File: config.mk
export PLATFORM = sky130hd
export DESIGN_NAME = pcu_core
export DESIGN_NICKNAME = d
export VERILOG_FILES = /design/src/rtl/pcu_pkg.sv /design/src/rtl/pcu_irq_pick.sv /design/src/rtl/pcu_target.sv /design/src/rtl/pcu_ret_stack.sv /design/src/rtl/pcu_core.sv
export SDC_FILE = /design/constraint.sdc
export NUM_CORES = 1
export LEC_CHECK = 0
export ABC_CLOCK_PERIOD_IN_PS = 3600
export BUFFER_PORTS_ARGS = -buffer_cell sky130_fd_sc_hd__buf_2
export CAP_MARGIN = 10
export CORE_MARGIN = 2
export CORE_UTILIZATION = 40
export CTS_CLUSTER_SIZE = 10
export DETAILED_ROUTE_END_ITERATION = 10
export PLACE_DENSITY_LB_ADDON = 0.3
export REMOVE_ABC_BUFFERS = 1
export SLEW_MARGIN = 15
export SYNTH_ARGS = -nofsm -noshare
export SYNTH_HDL_FRONTEND = slang
export SYNTH_HIERARCHICAL = 1
export SYNTH_SLANG_ARGS = --single-unit
File: constraint.sdc
create_clock -name clk -period 3.6 [get_ports clk]
set_input_delay 0.72 -clock clk [delete_from_list [all_inputs] [get_ports clk]]
set_output_delay 0.72 -clock clk [all_outputs]
set_load 0.03 [all_outputs]
File: src/rtl/pcu_pkg.sv
package pcu_pkg;
  typedef enum logic [3:0] {
    CMD_NOP   = 4'd0,
    CMD_INC1  = 4'd1,
    CMD_INC2  = 4'd2,
    CMD_SBR   = 4'd3,
    CMD_LBR   = 4'd4,
    CMD_SCALL = 4'd5,
    CMD_LCALL = 4'd6,
    CMD_RET   = 4'd7,
    CMD_RETI  = 4'd8,
    CMD_IRQ   = 4'd9
  } pcu_cmd_e;
endpackage

File: src/rtl/pcu_irq_pick.sv
module pcu_irq_pick #(
  parameter int IRQ_N = 5,
  parameter int PC_W  = 12
) (
  input  logic [IRQ_N-1:0] req,
  output logic             any,
  output logic [PC_W-1:0]  vec
);
  // Source 0 sits at 002h; later sources start at 006h, two bytes apart.
  function automatic logic [PC_W-1:0] vec_of(input int idx);
    return (idx == 0) ? PC_W'(2) : PC_W'(2 * idx + 4);
  endfunction

  always_comb begin
    any = |req;
    vec = '0;
    for (int i = IRQ_N - 1; i >= 0; i--) begin
      if (req[i]) vec = vec_of(i);
    end
  end
endmodule

File: src/rtl/pcu_target.sv
module pcu_target
  import pcu_pkg::*;
#(
  parameter int PC_W    = 12,
  parameter int SBR_W   = 6,
  parameter int SCALL_W = 4
) (
  input  pcu_cmd_e        cmd,
  input  logic [PC_W-1:0] pc,
  input  logic [PC_W-1:0] field,
  input  logic            status,
  input  logic            irq_any,
  input  logic [PC_W-1:0] irq_vec,
  input  logic [PC_W-1:0] ret_addr,
  output logic [PC_W-1:0] next_pc,
  output logic [PC_W-1:0] push_addr,
  output logic            push,
  output logic            pop,
  output logic            reti
);
  localparam logic [PC_W-1:0] SCALL_WRAP = PC_W'((1 << (SCALL_W + 3)) + 6);

  logic [PC_W-1:0]    pc1, pc2, scall_tgt;
  logic [SCALL_W-1:0] idx;

  assign pc1 = pc + PC_W'(1);
  assign pc2 = pc + PC_W'(2);
  assign idx = field[SCALL_W-1:0];
  assign scall_tgt = (idx == '0) ? SCALL_WRAP : PC_W'({idx, 3'b110});

  always_comb begin
    next_pc   = pc;
    push_addr = pc1;
    push      = 1'b0;
    pop       = 1'b0;
    reti      = 1'b0;
    unique case (cmd)
      CMD_INC1:  next_pc = pc1;
      CMD_INC2:  next_pc = pc2;
      CMD_SBR:   next_pc = status ? {pc1[PC_W-1:SBR_W], field[SBR_W-1:0]} : pc1;
      CMD_LBR:   next_pc = status ? field : pc2;
      CMD_SCALL: begin
        next_pc   = scall_tgt;
        push_addr = pc1;
        push      = 1'b1;
      end
      CMD_LCALL: begin
        next_pc   = {1'b0, field[PC_W-2:0]};
        push_addr = pc2;
        push      = 1'b1;
      end
      CMD_RET: begin
        next_pc = ret_addr;
        pop     = 1'b1;
      end
      CMD_RETI: begin
        next_pc = ret_addr;
        pop     = 1'b1;
        reti    = 1'b1;
      end
      CMD_IRQ: begin
        push_addr = pc;
        push      = irq_any;
        next_pc   = irq_any ? irq_vec : pc;
      end
      default: next_pc = pc;
    endcase
  end
endmodule

File: src/rtl/pcu_ret_stack.sv
module pcu_ret_stack #(
  parameter int SP_W = 4,
  parameter int DW   = 16
) (
  input  logic            clk,
  input  logic            push,
  input  logic            pop,
  input  logic            sp_we,
  input  logic [SP_W-1:0] sp_wdata,
  input  logic [DW-1:0]   wdata,
  output logic [SP_W-1:0] sp_q,
  output logic [DW-1:0]   top
);
  localparam int DEPTH = 1 << SP_W;

  logic [DW-1:0]   mem [DEPTH];
  logic [SP_W-1:0] wr_ptr;

  assign wr_ptr = sp_q - SP_W'(1);

  always_ff @(posedge clk) begin
    if (push) mem[wr_ptr] <= wdata;
  end

  // Level pointer is deliberately left without reset.
  always_ff @(posedge clk) begin
    if (sp_we)     sp_q <= sp_wdata;
    else if (push) sp_q <= wr_ptr;
    else if (pop)  sp_q <= sp_q + SP_W'(1);
  end

  assign top = mem[sp_q];
endmodule

File: src/rtl/pcu_core.sv
module pcu_core
  import pcu_pkg::*;
#(
  parameter int PC_W   = 12,
  parameter int SP_W   = 4,
  parameter int FLAG_W = 4,
  parameter int IRQ_N  = 5
) (
  input  logic              clk,
  input  logic              rst,
  input  logic [3:0]        cmd,
  input  logic [PC_W-1:0]   field,
  input  logic              status,
  input  logic [FLAG_W-1:0] flags_in,
  input  logic [IRQ_N-1:0]  irq_req,
  input  logic              sp_we,
  input  logic [SP_W-1:0]   sp_wdata,
  output logic [PC_W-1:0]   pc_o,
  output logic [SP_W-1:0]   sp_o,
  output logic [FLAG_W-1:0] flags_o,
  output logic              ei_set_o
);
  localparam int DW = PC_W + FLAG_W;

  pcu_cmd_e        cmd_e;
  logic            irq_any, push, pop, reti;
  logic [PC_W-1:0] irq_vec, next_pc, push_addr;
  logic [DW-1:0]   top;

  assign cmd_e = pcu_cmd_e'(cmd);

  pcu_irq_pick #(.IRQ_N(IRQ_N), .PC_W(PC_W)) pick_i (
    .req(irq_req), .any(irq_any), .vec(irq_vec)
  );

  pcu_target #(.PC_W(PC_W)) tgt_i (
    .cmd(cmd_e), .pc(pc_o), .field(field), .status(status),
    .irq_any(irq_any), .irq_vec(irq_vec), .ret_addr(top[PC_W-1:0]),
    .next_pc(next_pc), .push_addr(push_addr), .push(push), .pop(pop), .reti(reti)
  );

  pcu_ret_stack #(.SP_W(SP_W), .DW(DW)) stk_i (
    .clk(clk), .push(push), .pop(pop), .sp_we(sp_we), .sp_wdata(sp_wdata),
    .wdata({flags_in, push_addr}), .sp_q(sp_o), .top(top)
  );

  always_ff @(posedge clk) begin
    if (rst) begin
      pc_o     <= '0;
      flags_o  <= '0;
      ei_set_o <= 1'b0;
    end else begin
      pc_o     <= next_pc;
      ei_set_o <= reti;
      if (reti) flags_o <= top[DW-1:PC_W];
    end
  end
endmodule

==> results.tsv <==
stage	metric	value	unit
run_status	status	complete, no violations	
critical_path	worst endpoint required time	3750	ps
place	Post-Place Cells	1241	
final_layout	count of filler cells inserted in the layout	2625	
place	instance area at placement	0.0134	sq mm
route	Avg WL per Cell	23.1	um
critical_path	critical path type	in -> reg	
die	overall die area	0.0325	sq mm
synthesis	Synth Cell Area	0.0124	sq mm
worst_hold_path	Hold Path Class	in -> reg	
synthesis	mean instance size in the synthesized netlist	15.8	sq um
pwr	leakage component of the power	0.00495	uW
synthesis	post-synthesis simple-gate area fraction	7.24	%
global_routing	GR Layer Usage met3	3.17	%
critical_path	CP startpoint kind	primary input	
final_layout	summed area of non-filler cells in the final layout	0.0144	sq mm
final_layout	synth-to-layout area growth	16.2	%
pwr	design internal power	5980	uW
clock_network	clock buffer count from CTS	35	
pwr	Overall Power	8040	uW
sta	setup violation total in the final timing report	0	
clock_network	clock slew at the register clock pins of the worst setup and hold paths	50	ps
clock_network	H-Tree Depth	2	
place	Placer Congestion	0.870	
global_routing	initial antenna violation count	0	
route	number of optimization iterations in the first detailed-route pass	5	
global_routing	via count of the first global-routing pass	7319	
critical_path	crit path capture type	flip-flop	
synthesis	multiplexer area fraction after synthesis	13.3	%
clock_network	clock network latency to the later pin of the worst-skew pair	520	ps
global_routing	global routing usage on met1	26.1	%
critical_path	worst-case register-to-register setup slack	860	ps
run	Max Cap Violations	0	
synthesis	count of flip-flops with a built-in enable after synthesis	260	
critical_path	worst-path maximum fanout	16	
synthesis	Adder-Cell Fraction of Synth Area	0.805	%
sta	RSZ-0062 raised after global routing	false	
route	total wirelength of the detailed-routed design	30000	um
sta	time the final worst path needs with I/O delays and setup	2740	ps
synthesis	Compound-Gate Fraction of Synth Area	7.88	%
pwr	power density normalized to cell area	556	mW/mm^2
clock_network	clock tree from TritonCTS	yes	
clock_network	Max Root-Sink Buffers	3	
sta	worst slew margin relative to its limit	28.2	%
pwr	sw frac	25.5	%
route	vias per std cell	5.65	
synthesis	share of synthesized registers carrying an async set or reset	0	%
clock_network	Root Buffer	sky130_fd_sc_hd__clkbuf_16	
die	Core Region	0.0306	sq mm
synthesis	main combinational cell family by area after synthesis	multiplexers	
clock_network	Clock Sink Count	281	
die	die height	180	um
synthesis	xor/xnor share of the synthesized area	1.48	%
critical_path	CP arrival	2890	ps
global_routing	fraction of met2 tracks used by global routing	30.4	%
clock_network	number of gates resized after CTS	0	
die	boundary pin count	54	
synthesis	most area-consuming cells after synthesis	sky130_fd_sc_hd__edfxtp_1, sky130_fd_sc_hd__mux4_2, sky130_fd_sc_hd__dfxtp_1	
synthesis	Synth area leader	sky130_fd_sc_hd__edfxtp_1	
sta	Setup Skew	22.9	ps
route	post-detailed-route count of antenna-violating nets	0	
global_routing	most heavily used metal layer in global routing	met2	
final_layout	count of nets after finishing	923	
global_routing	Global Route Usage Sum	18.6	%
synthesis	Yosys warning total	6	
final_layout	leading cell type in the layout, fill and taps excluded	sky130_fd_sc_hd__edfxtp_1	
sta	Achievable Freq	0.365	GHz
global_routing	wire length of the first global-routing pass	46100	um
route	post-detailed-route DRC marker count	0	
pwr	clock power share	38.5	%
sta	number of max-slew violations in the final report	0	
sta	number of hold violations in the final report	0	
final_layout	commonest cells after routing, fill and taps aside	sky130_fd_sc_hd__edfxtp_1, sky130_fd_sc_hd__mux4_2, sky130_fd_sc_hd__buf_2, sky130_fd_sc_hd__nand2_1, sky130_fd_sc_hd__buf_4	
die	number of rows created at floorplan	64	
global_routing	maximum number of pins on one net before global-route repair	28	
die	die extent in x	180	um
die	Starting Density	40.6	%
global_routing	Congestion Overflow GR	0	
synthesis	register bit total from synthesis	281	
synthesis	Synth Instances	789	
synthesis	share of Yosys cell area claimed by the top area cell type	62.8	%
pwr	share of total power in sequential cells	47.0	%
route	total via count after detailed routing	7342	
clock_network	Post-CTS Setup Inserts	0	
place	dpl hpwl	19600	um
route	detailed router's first-iteration violation count	932	
sta	transition time at the pin with the least slew margin	1070	ps
final_layout	final standard cell count with taps included and fillers excluded	1300	
pwr	portion of total power attributed to combinational logic	14.5	%
final_layout	# diodes	0	
clock_network	number of hold buffers added after cts	0	
final_layout	share of layout cells above drive strength 1	27.9	%
synthesis	Yosys cell types	69	
pwr	Sw Pwr	2050	uW
pwr	worst-case vdd ir drop	393	uV
sta	fraction of the cycle the final worst path needs	76.1	%
place	Port Buf Inserts	53	
synthesis	most common flop cell mapped by yosys	sky130_fd_sc_hd__edfxtp_1	
synthesis	sequential fraction of the synthesis area	66.2	%
sta	setup_tns	0	ps
flip-flops by register name, indices dropped and copies added, names as in the netlist, named ones only:
name        cells
pc_o           12
stk_i/mem     256
stk_i/sp_q      4
flags_o         4
ei_set_o        1
final timing paths:
check	start	end	depth (start not counted)
max	cmd[0]	stk_i/mem[2][9]	5
min	sp_wdata[3]	flip-flop	2
max reg2reg	pc_o[1]	stk_i/mem[2][9]	5
min reg2reg	flags_o[2]	flags_o[2]	2
cells in the mapped netlist, drive strengths merged (5+ instances only):
master / n
edfxtp: 260
mux4: 64
nand2: 53
nor2: 45
a22oi: 39
buf: 30
clkbuf: 29
a21oi: 27
o21ai: 22
dfxtp: 21
inv: 17
xnor2: 17
a31oi: 14
nor2b: 14
mux2i: 13
nand3: 10
and2b: 8
ha: 8
mux2: 7
nor3: 7
nand2b: 6
a211oi: 5
o31ai: 5
stage by stage:
step / hold WS, ps / setup WS [ps] / utilization, %
CTS: 452 / 671 / 47.1
floorplan: 630 / -915 / -
detailed placement: 485 / 299 / 43.8
finish: 469 / 861 / 47.2
global route: 475 / 629 / 47.2
global placement: 473 / 343 / 43.8
logic make-up (layout without fill, tap and decap cells):
| logic type | count (synthesis) | count (layout) |
|---|---|---|
| other | 1 | 9 |
| xor gates and xnor gates | 21 | 21 |
| DFF | 281 | 281 |
| and+or+nand+nor | 175 | 175 |
| AOI/OAI and AO/OA | 143 | 143 |
| buffers and inverters | 76 | 183 |
| muxes | 84 | 84 |
| adders and majority gates | 8 | 8 |
worst max-delay path: stages:
cell and delay [ps]:
sky130_fd_sc_hd__buf_2 160, sky130_fd_sc_hd__or4bb_1 630, sky130_fd_sc_hd__a21oi_1 410, sky130_fd_sc_hd__nand2_1 120, sky130_fd_sc_hd__xnor2_1 850
per-layer routing:
metal | vias up | wire length, um
met1 | 3761 | 13300
li1 | 3296 | -
met5 | - | 0
met4 | 0 | 433
met3 | 37 | 1720
met2 | 248 | 14500
final cells by class:
class	instances	area, sq um	area share, %
clock buffers	50	932	6.45
flip-flops and latches	281	8230	57.0
repair buffers	107	708	4.90
well taps	396	495	3.43
inverters	17	63.8	0.442
multi-input cells	440	3930	27.2
clock inverters	9	86.3	0.598
power groups by stage:
stage,sequential (uW),clock (uW),combinational (uW)
CTS,3780,3160,1170
global placement,3840,0,1160
floorplan,3930,0,636
global route,3790,3320,1260
finish,3780,3090,1170
detailed placement,3840,0,1160
Note: power is estimated with default switching activity, not from simulation.
